==> config.mk <==
export PLATFORM = sky130hd
export DESIGN_NAME = mm_tri_adder
export DESIGN_NICKNAME = d
export VERILOG_FILES = /design/src/rtl/mm_pkg.sv /design/src/rtl/mm_prefix_tree.sv /design/src/rtl/mm_eac_select.sv /design/src/rtl/mm_sum_stage.sv /design/src/rtl/mm_tri_adder.sv
export SDC_FILE = /design/constraint.sdc
export NUM_CORES = 1
export LEC_CHECK = 0
export BUFFER_PORTS_ARGS = -buffer_cell sky130_fd_sc_hd__buf_2
export CAP_MARGIN = 0
export CORE_AREA = 4 4 62 64
export CTS_CLUSTER_SIZE = 10
export DETAILED_ROUTE_END_ITERATION = 8
export DIE_AREA = 0 0 66 68
export PLACE_DENSITY = 0.88
export SLEW_MARGIN = 20
export SYNTH_ARGS = -nofsm -noshare
export SYNTH_HDL_FRONTEND = slang
export SYNTH_SLANG_ARGS = --single-unit
export TNS_END_PERCENT = 100
==> constraint.sdc <==
create_clock -name clk -period 0.8 [get_ports clk]
set_clock_uncertainty 0.05 [all_clocks]
set_input_delay 0 -clock clk [delete_from_list [all_inputs] [get_ports clk]]
set_output_delay 0 -clock clk [all_outputs]
set_load 0.01 [all_outputs]
==> src/rtl/mm_pkg.sv <==
package mm_pkg;

    typedef enum logic [1:0] {
        MODE_POW2   = 2'b00,
        MODE_MINUS1 = 2'b01,
        MODE_PLUS1  = 2'b10,
        MODE_SPARE  = 2'b11
    } mod_mode_e;

    typedef enum logic [1:0] {
        TOPO_SKLANSKY = 2'd0,
        TOPO_KOGGE    = 2'd1,
        TOPO_BRENT    = 2'd2
    } topo_e;

endpackage

==> src/rtl/mm_prefix_tree.sv <==
module mm_prefix_tree #(
    parameter int            N    = 16,
    parameter mm_pkg::topo_e TOPO = mm_pkg::TOPO_SKLANSKY
) (
    input  logic [N-1:0] g_i,
    input  logic [N-1:0] p_i,
    output logic [N-1:0] gp_o,
    output logic [N-1:0] pp_o
);
    import mm_pkg::*;

    localparam int LV     = $clog2(N);
    localparam int STAGES = (TOPO == TOPO_BRENT) ? (2 * LV - 1) : LV;

    // Index of the node merged into bit i at stage s, or -1 to pass through.
    function automatic int partner(input int s, input int i);
        int l;
        int j;
        j = -1;
        case (TOPO)
            TOPO_KOGGE: begin
                if (i >= (1 << s)) j = i - (1 << s);
            end
            TOPO_BRENT: begin
                if (s < LV) begin
                    l = s;
                    if (((i + 1) % (2 << l)) == 0) j = i - (1 << l);
                end else begin
                    l = 2 * LV - 2 - s;
                    if ((((i + 1) % (2 << l)) == (1 << l)) &&
                        (i >= ((2 << l) + (1 << l) - 1)))
                        j = i - (1 << l);
                end
            end
            default: begin
                if (((i >> s) & 1) == 1) j = ((i >> s) << s) - 1;
            end
        endcase
        return j;
    endfunction

    logic [N-1:0] gs [0:STAGES];
    logic [N-1:0] ps [0:STAGES];

    always_comb begin
        gs[0] = g_i;
        ps[0] = p_i;
        for (int s = 0; s < STAGES; s++) begin
            for (int i = 0; i < N; i++) begin
                int j;
                j = partner(s, i);
                if (j >= 0) begin
                    gs[s+1][i] = gs[s][i] | (ps[s][i] & gs[s][j]);
                    ps[s+1][i] = ps[s][i] & ps[s][j];
                end else begin
                    gs[s+1][i] = gs[s][i];
                    ps[s+1][i] = ps[s][i];
                end
            end
        end
    end

    assign gp_o = gs[STAGES];
    assign pp_o = ps[STAGES];

endmodule

==> src/rtl/mm_eac_select.sv <==
module mm_eac_select (
    input  mm_pkg::mod_mode_e mode_i,
    input  logic              g_all_i,
    input  logic              p_all_i,
    output logic              cin_o,
    output logic              top_o
);
    import mm_pkg::*;

    always_comb begin
        case (mode_i)
            MODE_MINUS1: cin_o = g_all_i;
            MODE_PLUS1:  cin_o = ~g_all_i;
            default:     cin_o = 1'b0;
        endcase
        // Value 2^N: no carry out of the plain sum, and every bit propagates
        // the injected unit.
        top_o = (mode_i == MODE_PLUS1) & p_all_i & ~g_all_i;
    end

endmodule

==> src/rtl/mm_sum_stage.sv <==
module mm_sum_stage #(
    parameter int N = 16
) (
    input  logic [N-1:0] p_i,
    input  logic [N-2:0] gp_i,
    input  logic [N-2:0] pp_i,
    input  logic         cin_i,
    input  logic         norm_i,
    output logic [N-1:0] low_o
);
    logic [N-1:0] carry;
    logic [N-1:0] raw;

    always_comb begin
        carry[0] = cin_i;
        for (int i = 1; i < N; i++) begin
            carry[i] = gp_i[i-1] | (pp_i[i-1] & cin_i);
        end
        raw = p_i ^ carry;
        if (norm_i && (&raw)) begin
            low_o = '0;
        end else begin
            low_o = raw;
        end
    end

endmodule

==> src/rtl/mm_tri_adder.sv <==
module mm_tri_adder #(
    parameter int            N    = 16,
    parameter mm_pkg::topo_e TOPO = mm_pkg::TOPO_SKLANSKY
) (
    input  logic         clk,
    input  logic         rst_n,
    input  logic [1:0]   mode_i,
    input  logic [N-1:0] a_i,
    input  logic [N-1:0] b_i,
    output logic [N:0]   res_o
);
    import mm_pkg::*;

    typedef struct packed {
        logic         top;
        logic [N-1:0] low;
    } res_t;

    mod_mode_e    mode;
    logic [N-1:0] g_bit;
    logic [N-1:0] p_bit;
    logic [N-1:0] g_pre;
    logic [N-1:0] p_pre;
    logic         cin;
    logic         top;
    logic [N-1:0] low;
    res_t         res_d;
    res_t         res_q;

    assign mode  = mod_mode_e'(mode_i);
    assign g_bit = a_i & b_i;
    assign p_bit = a_i ^ b_i;

    mm_prefix_tree #(
        .N    (N),
        .TOPO (TOPO)
    ) tree_i (
        .g_i  (g_bit),
        .p_i  (p_bit),
        .gp_o (g_pre),
        .pp_o (p_pre)
    );

    mm_eac_select eac_i (
        .mode_i  (mode),
        .g_all_i (g_pre[N-1]),
        .p_all_i (p_pre[N-1]),
        .cin_o   (cin),
        .top_o   (top)
    );

    mm_sum_stage #(
        .N (N)
    ) sum_i (
        .p_i    (p_bit),
        .gp_i   (g_pre[N-2:0]),
        .pp_i   (p_pre[N-2:0]),
        .cin_i  (cin),
        .norm_i (mode == MODE_MINUS1),
        .low_o  (low)
    );

    always_comb begin
        res_d     = res_q;
        res_d.low = low;
        res_d.top = top;
    end

    always_ff @(posedge clk or negedge rst_n) begin
        if (!rst_n) begin
            res_q <= '0;
        end else begin
            res_q <= res_d;
        end
    end

    assign res_o = res_q;

endmodule

==> summary.txt, run 1 <==
Result of the run: finished, violations left
Violated checks: negative setup slack
Post-route antenna net violation count: 0
Maximum number of pins on one net before global-route repair: 18
Number of buffers created by CTS: 3
CTS sink cnt: 17
Wire length of the first global-routing pass: 10.9 mm
Die outline width: 66 um
HP Class: input pin to async pin
Worst Setup Slack post-DPL: -2540 ps
Share of flip-flops with an asynchronous set or reset after synthesis: 100%
CTS H-tree depth: 1
Required time reported for the critical path endpoint: 930 ps
Primary FF master, synth: dfrtp_1
Die footprint: 4490 um^2
Tcrit/Tclk final: 369%
Initial antenna violation count: 0
Area contributors post-synth: dfrtp_1 (24%), ha_1 (11%), a21oi_2 (5.5%)
Initial core utilization: 53.3%
Number of global-route vias before repair: 2,358
Post-route worst hold slack: 101 ps
Unrepaired setup endpoints after global routing: yes
Overall die height: 68 um
Number of synthesized flops with an enable pin: 0
Largest stage delay, worst path: 360 ps
Clock tree root driver cell: clkbuf_4
Clock tree from TritonCTS: built
Critical path startpoint: b_i[13]
Max FFs per register: 17
DRC Markers: 0
Most instantiated library cell after synthesis: dfrtp_1
Area used by multi-input combinational logic: 1570 um^2
Pwr per Cell Area: 1360 nW/um^2
Category of the critical setup timing path: input pin to flop
Commonest cells post-synth: dfrtp_1 (17), ha_1 (16), nand2_1 (15), nor2_1 (14), a21oi_1 (12)
Fraction of final layout cells sized beyond drive strength 1: 57.8%
CP max stage cell: fa_2
Static Leak: 1.36 nW
Number of filler cells placed in the layout: 124
First-iteration detailed-routing DRC count: 192
Distinct cell type count after synthesis: 54
Crit path time final: 2950 ps
Data arrival at the endpoint of the critical path: 3080 ps
Max VDD drop: 0.819 mV
Worst path cell trace: buf_2, ha_4, nand4_1, nor2_2, o211ai_2, nand2_2, mux2i_1, inv_1, fa_2, xnor2_2, nor4_2, nand3_1, nor3_2, o2111ai_2, nor4_4, buf_6, a21boi_1
Layout area overhead: 71.7%
CP delay by family, top: simple AND/OR/NAND/NOR gates
Std cell rows: 21
Detail Placement HPWL: 4.42 mm
Clock-pin slew of the registers on the worst-case setup and hold paths: 80 ps
Max Slew Vio Count: 0
Post-synthesis cell count: 196
Final-report setup violation count: 34
Crit path capture type: flop
Number of nets in the final layout: 376
N_diodes: 0
Setup TNS after final layout: -35,220 ps
Final routed wire length divided by cell count: 20.3 um
Max-slew headroom at the worst pin: 58.2%
Final Worst Setup Slack: -2150 ps
Aggregate global routing overflow: 0
Share of Yosys cell area claimed by the top area cell type: 24.3%
Synth area leader: dfrtp_1
DR vias: 2,322
Number of buffers inserted by port buffering: 52
Number of maximum-capacitance constraint violations: 0
CORE AREA: 3280 um^2
Synth warn: 0
Routed WL: 7.46 mm
Top-level I/O count: 53
Highest attainable clock frequency: 0.339 GHz
Part of the Yosys area used for sequential elements: 24.3%
Cell area after technology mapping: 1750 um^2
Placer Congestion: 0.875
Clock tree buffer depth: 2
Combined buffer and inverter count along the critical path: 3
Slew at the pin closest to its max-slew limit: 619 ps
Flip-flop and latch area: 425 um^2
First drt pass iteration count: 5
Overall fraction of global-route tracks in use: 32.1%
Biggest fanout along the worst timing path: 8
Flip-flop and latch count after synthesis: 17
Syn nets: 249
Worst setup SP type: input pin
Final hold violation count: 0
DR vias/cell: 6.31
Post-Synthesis Mean Instance Area: 8.94 um^2
## per-stage QoR
step / instance area (um^2) / instances / util [%] / power, mW
finish: 3010 / 368 / 91.6 / 4.08
global route: 3010 / 368 / 91.6 / 4.26
CTS: 2960 / 367 / 90.0 / 3.83
detailed placement: 2670 / 358 / 81.1 / 3.21
global placement: 2670 / 358 / 81.1 / 3.11
floorplan: 1860 / 196 / - / 2.25
## logic make-up after synthesis
group,share of synthesized area [%]
AND/OR/NAND/NOR,23.2
AO/OA/AOI/OAI,29.2
adder cells (fa/ha/maj),12.6
flip-flops,24.3
XOR/XNOR,5.50
buffers and inverters,2.86
multiplexers,2.36
## cell type report
cell class                      instances  area share, %
Clock buffer                            4          0.874
Inverter                                8          0.998
Sequential cell                        17           14.1
Tap cell                               46           1.91
Timing Repair Buffer                  125           29.8
Multi-Input combinational cell        168           52.3
## cells in the final DEF, fill, tap and decap left out, types with 2 or more instances in the layout
| cell type | synthesis | routed |
|---|---|---|
| buf_6 | 1 | 14 |
| buf_2 | 1 | 44 |
| xnor2_1 | 8 | 7 |
| o31a_1 | 2 | 2 |
| a21oi_4 | 0 | 5 |
| clkbuf_4 | 0 | 3 |
| nor4_1 | 3 | 2 |
| o2111ai_2 | 0 | 2 |
| mux2i_1 | 3 | 3 |
| ha_4 | 0 | 12 |
| ha_1 | 16 | 4 |
| o21ai_0 | 8 | 8 |
| nand2_2 | 0 | 4 |
| dfrtp_1 | 17 | 17 |
| a21boi_1 | 5 | 2 |
| a21oi_1 | 12 | 8 |
| nand4_1 | 6 | 6 |
| and3_1 | 3 | 2 |
| inv_1 | 8 | 8 |
| xor2_1 | 3 | 3 |
| nand2_1 | 15 | 11 |
| a21oi_2 | 11 | 10 |
| nand2b_1 | 3 | 3 |
| or3_1 | 2 | 2 |
| a21boi_2 | 2 | 6 |
| nor3_4 | 0 | 2 |
| o211ai_1 | 3 | 3 |
| nand3_1 | 4 | 4 |
| buf_4 | 0 | 65 |
| nor2_1 | 14 | 13 |
| a21o_1 | 2 | 2 |
| nor2b_1 | 5 | 5 |
| nor3_1 | 8 | 6 |
## path summary, 6_finish.rpt
check                       endpoint  depth (start not counted)  slack [ps]
min in group clk           res_o[16]                          4         140
max in group asynchronous   res_o[4]                          2         350
min                         res_o[7]                          2         100
max                        res_o[15]                         17       -2150
## metal layers
metal,GRT usage (%),vias to the layer above,share of wire (%)
li1,-,993,-
met1,31.7,1060,35
met2,60.7,204,48
met3,6.08,65,8.9
met4,21.8,0,8.0
met5,0,-,0
## power breakdown
part	internal [mW]	switching, mW	leakage (nW)	total (mW)
logic	1.26	1.34	1.14	2.60
registers	1.02	0.0363	0.202	1.06
clock network	0.194	0.230	0.0150	0.424
total	2.48	1.61	1.36	4.08
## repair_timing
action                     in CTS  in global routing
setup endpoints to repair      34                 34
hold endpoints to repair       17                  0
hold buffers                    1                  0
pin swaps                      15                  2
buffers inserted                4                  1
resized for setup              36                  9
(Power assumes the default switching activity.)
==> run 2: changes to the inputs <==
--- a/config.mk
+++ b/config.mk
@@ -7,13 +7,15 @@
 export LEC_CHECK = 0
 export BUFFER_PORTS_ARGS = -buffer_cell sky130_fd_sc_hd__buf_2
 export CAP_MARGIN = 0
-export CORE_AREA = 4 4 62 64
+export CORE_AREA = 4 4 58 60
 export CTS_CLUSTER_SIZE = 10
 export DETAILED_ROUTE_END_ITERATION = 8
-export DIE_AREA = 0 0 66 68
-export PLACE_DENSITY = 0.88
+export DIE_AREA = 0 0 62 64
+export PLACE_DENSITY = 0.87
+export SETUP_SLACK_MARGIN = 0.1
 export SLEW_MARGIN = 20
 export SYNTH_ARGS = -nofsm -noshare
 export SYNTH_HDL_FRONTEND = slang
+export SYNTH_HIERARCHICAL = 1
 export SYNTH_SLANG_ARGS = --single-unit
 export TNS_END_PERCENT = 100
==> constraint.sdc (replaced) <==
create_clock -name clk -period 3.5 [get_ports clk]
set_clock_uncertainty 0.05 [all_clocks]
set_input_delay 0 -clock clk [delete_from_list [all_inputs] [get_ports clk]]
set_output_delay 0 -clock clk [all_outputs]
set_load 0.01 [all_outputs]
==> summary.txt, run 2 <==
Result of the run: complete, no violations
Aggregate global routing overflow: 0
Routed WL: 3.16 mm
Syn nets: 206
Layout Cell Area excl Fill: 1900 um^2
Primary FF master, synth: dfrtp_1
Crit path time final: 3250 ps
Placer Congestion: 0.877
Number of buffers inserted by port buffering: 52
Initial antenna violation count: 0
Synth area leader: dfrtp_1
Share of flip-flops with an asynchronous set or reset after synthesis: 100%
Die footprint: 3970 um^2
Wire length of the first global-routing pass: 5.10 mm
Biggest fanout along the worst timing path: 8
Std cell rows: 20
Clock tree root driver cell: clkbuf_4
Area contributors post-synth: dfrtp_1 (29%), ha_1 (14%), xnor2_1 (7.9%)
Flip-flop and latch count after synthesis: 17
Clock tree from TritonCTS: built
Data arrival at the endpoint of the critical path: 3380 ps
Worst Setup Slack post-DPL: -21.7 ps
Post-route total power: 656 uW
Crit path capture type: flop
First-iteration detailed-routing DRC count: 44
CORE AREA: 2930 um^2
Tcrit/Tclk final: 92.9%
Number of buffers created by CTS: 3
Final-report setup violation count: 0
Unrepaired setup endpoints after global routing: no
Cell area after technology mapping: 1450 um^2
Clock-pin slew of the registers on the worst-case setup and hold paths: 80 ps
Final routed wire length divided by cell count: 12.3 um
HP Class: input pin to async pin
Commonest cells post-synth: a21oi_1 (17), dfrtp_1 (17), ha_1 (16), nor2b_1 (13), xnor2_1 (13)
Synth warn: 6
Overall die height: 64 um
Number of global-route vias before repair: 1,251
DR vias/cell: 5.31
Most frequent cells in the layout: buf_2 (52), dfrtp_1 (17), ha_1 (16), a21oi_1 (16), buf_4 (15)
Standard cell area after detailed placement: 1830 um^2
Setup TNS after final layout: 0 ps
Detail Placement HPWL: 2.64 mm
Commonest non-fill, non-tap cell in the layout: buf_2
Max Slew Vio Count: 0
First drt pass iteration count: 4
Fraction of final layout cells sized beyond drive strength 1: 35.9%
Category of the critical setup timing path: input pin to flop
CTS H-tree depth: 1
DR vias: 1,360
Top-level I/O count: 53
Max FFs per register: 17
N_diodes: 0
Max-slew headroom at the worst pin: 77.4%
Maximum number of pins on one net before global-route repair: 18
Number of synthesized flops with an enable pin: 0
Initial core utilization: 49.4%
Static Leak: 1.01 nW
Part of the Yosys area used for sequential elements: 29.4%
Required time reported for the critical path endpoint: 3630 ps
Overall fraction of global-route tracks in use: 16.5%
Clock tree buffer depth: 2
Slew at the pin closest to its max-slew limit: 338 ps
Max VDD drop: 0.321 mV
Pwr per Cell Area: 345 nW/um^2
Post-synthesis cell count: 154
Distinct cell type count after synthesis: 40
Final hold violation count: 0
DRC Markers: 0
Final Worst Setup Slack: 247 ps
Layout area overhead: 31.7%
Number of maximum-capacitance constraint violations: 0
Share of Yosys cell area claimed by the top area cell type: 29.4%
Number of nets in the final layout: 276
Worst setup SP type: input pin
CTS sink cnt: 17
Post-route antenna net violation count: 0
Post-Synthesis Mean Instance Area: 9.39 um^2
Die outline width: 62 um
Highest attainable clock frequency: 0.307 GHz
## run 2: cell types whose count changed after synthesis, sizes merged, moves of 5 or more
cell and change:
a21boi -7, a21o +7, a21oi -6, and2 +7, nand2 -10, nor2b +9
nor3 -8, o21ai -11, xnor2 +5
## run 2: area by class of cell
type	instances	area, um^2
fill	250	1020
multi-input combinational	127	973
sequential	17	425
timing repair buffer	71	423
tap	33	41.3
clock buffer	4	26.3
inverter	4	15.0
## run 2: final timing paths
path | start | to | slack, ps | cells after the start
setup / recovery | a_i[1] | res_o[2] | 250 | 15
hold / removal | rst_n | res_o[1] | 100 | 2
max in group asynchronous | rst_n | res_o[16] | 3050 | 2
min in group clk | b_i[14] | res_o[14] | 190 | 4
## run 2: metrics by stage
step	hold WS (ps)	std cells	util, %
global placement	-131	248	62.5
detailed placement	-126	248	62.5
global route	129	256	65.0
floorplan	-346	154	-
CTS	94.4	255	64.4
finish	99.6	256	65.0
## run 2: critical path, stage by stage
cell and delay (ps):
buf_2 100, ha_1 300, a21o_1 210, a221o_1 310
and3_1 230, a2111oi_2 310, o21bai_1 170, o22ai_1 180
buf_4 190, a21oi_1 90, xor2_1 160, or4b_4 540
nor4_4 340, buf_4 200, nor2b_1 50
## run 2: kinds of logic (layout without fill, tap and decap cells)
kind of cell / count (synthesis) / in the layout / share of synthesized area [%]
buffers and inverters: 10 / 79 / 3.98
AND/OR/NAND/NOR: 57 / 57 / 25.0
flip-flops: 17 / 17 / 29.4
AO/OA/AOI/OAI: 38 / 38 / 18.1
XOR/XNOR: 16 / 16 / 9.69
adder cells (fa/ha/maj): 16 / 16 / 13.8
## run 2: where the power goes
group	switching [mW]	leakage [nW]	internal, mW
registers	0.00811	0.200	0.236
logic	0.161	0.795	0.155
clock network	0.0524	0.0150	0.0442
total	0.222	1.01	0.435
## run 2: repair_timing
action                                  CTS  global route
buffers inserted                          0             1
endpoints found under the hold margin    18             0
hold buffers                              3             0
endpoints found under the setup margin    0            14
gates resized for setup                   0             4
## run 2: routing by layer
| layer | global-route usage (%) | wire length, um | up-vias |
|---|---|---|---|
| met3 | 2.42 | 211 | 4 |
| li1 | - | - | 687 |
| met1 | 20.5 | 1300 | 618 |
| met4 | 7.43 | 48 | 0 |
| met2 | 27.2 | 1600 | 51 |
| met5 | 0 | 0 | - |
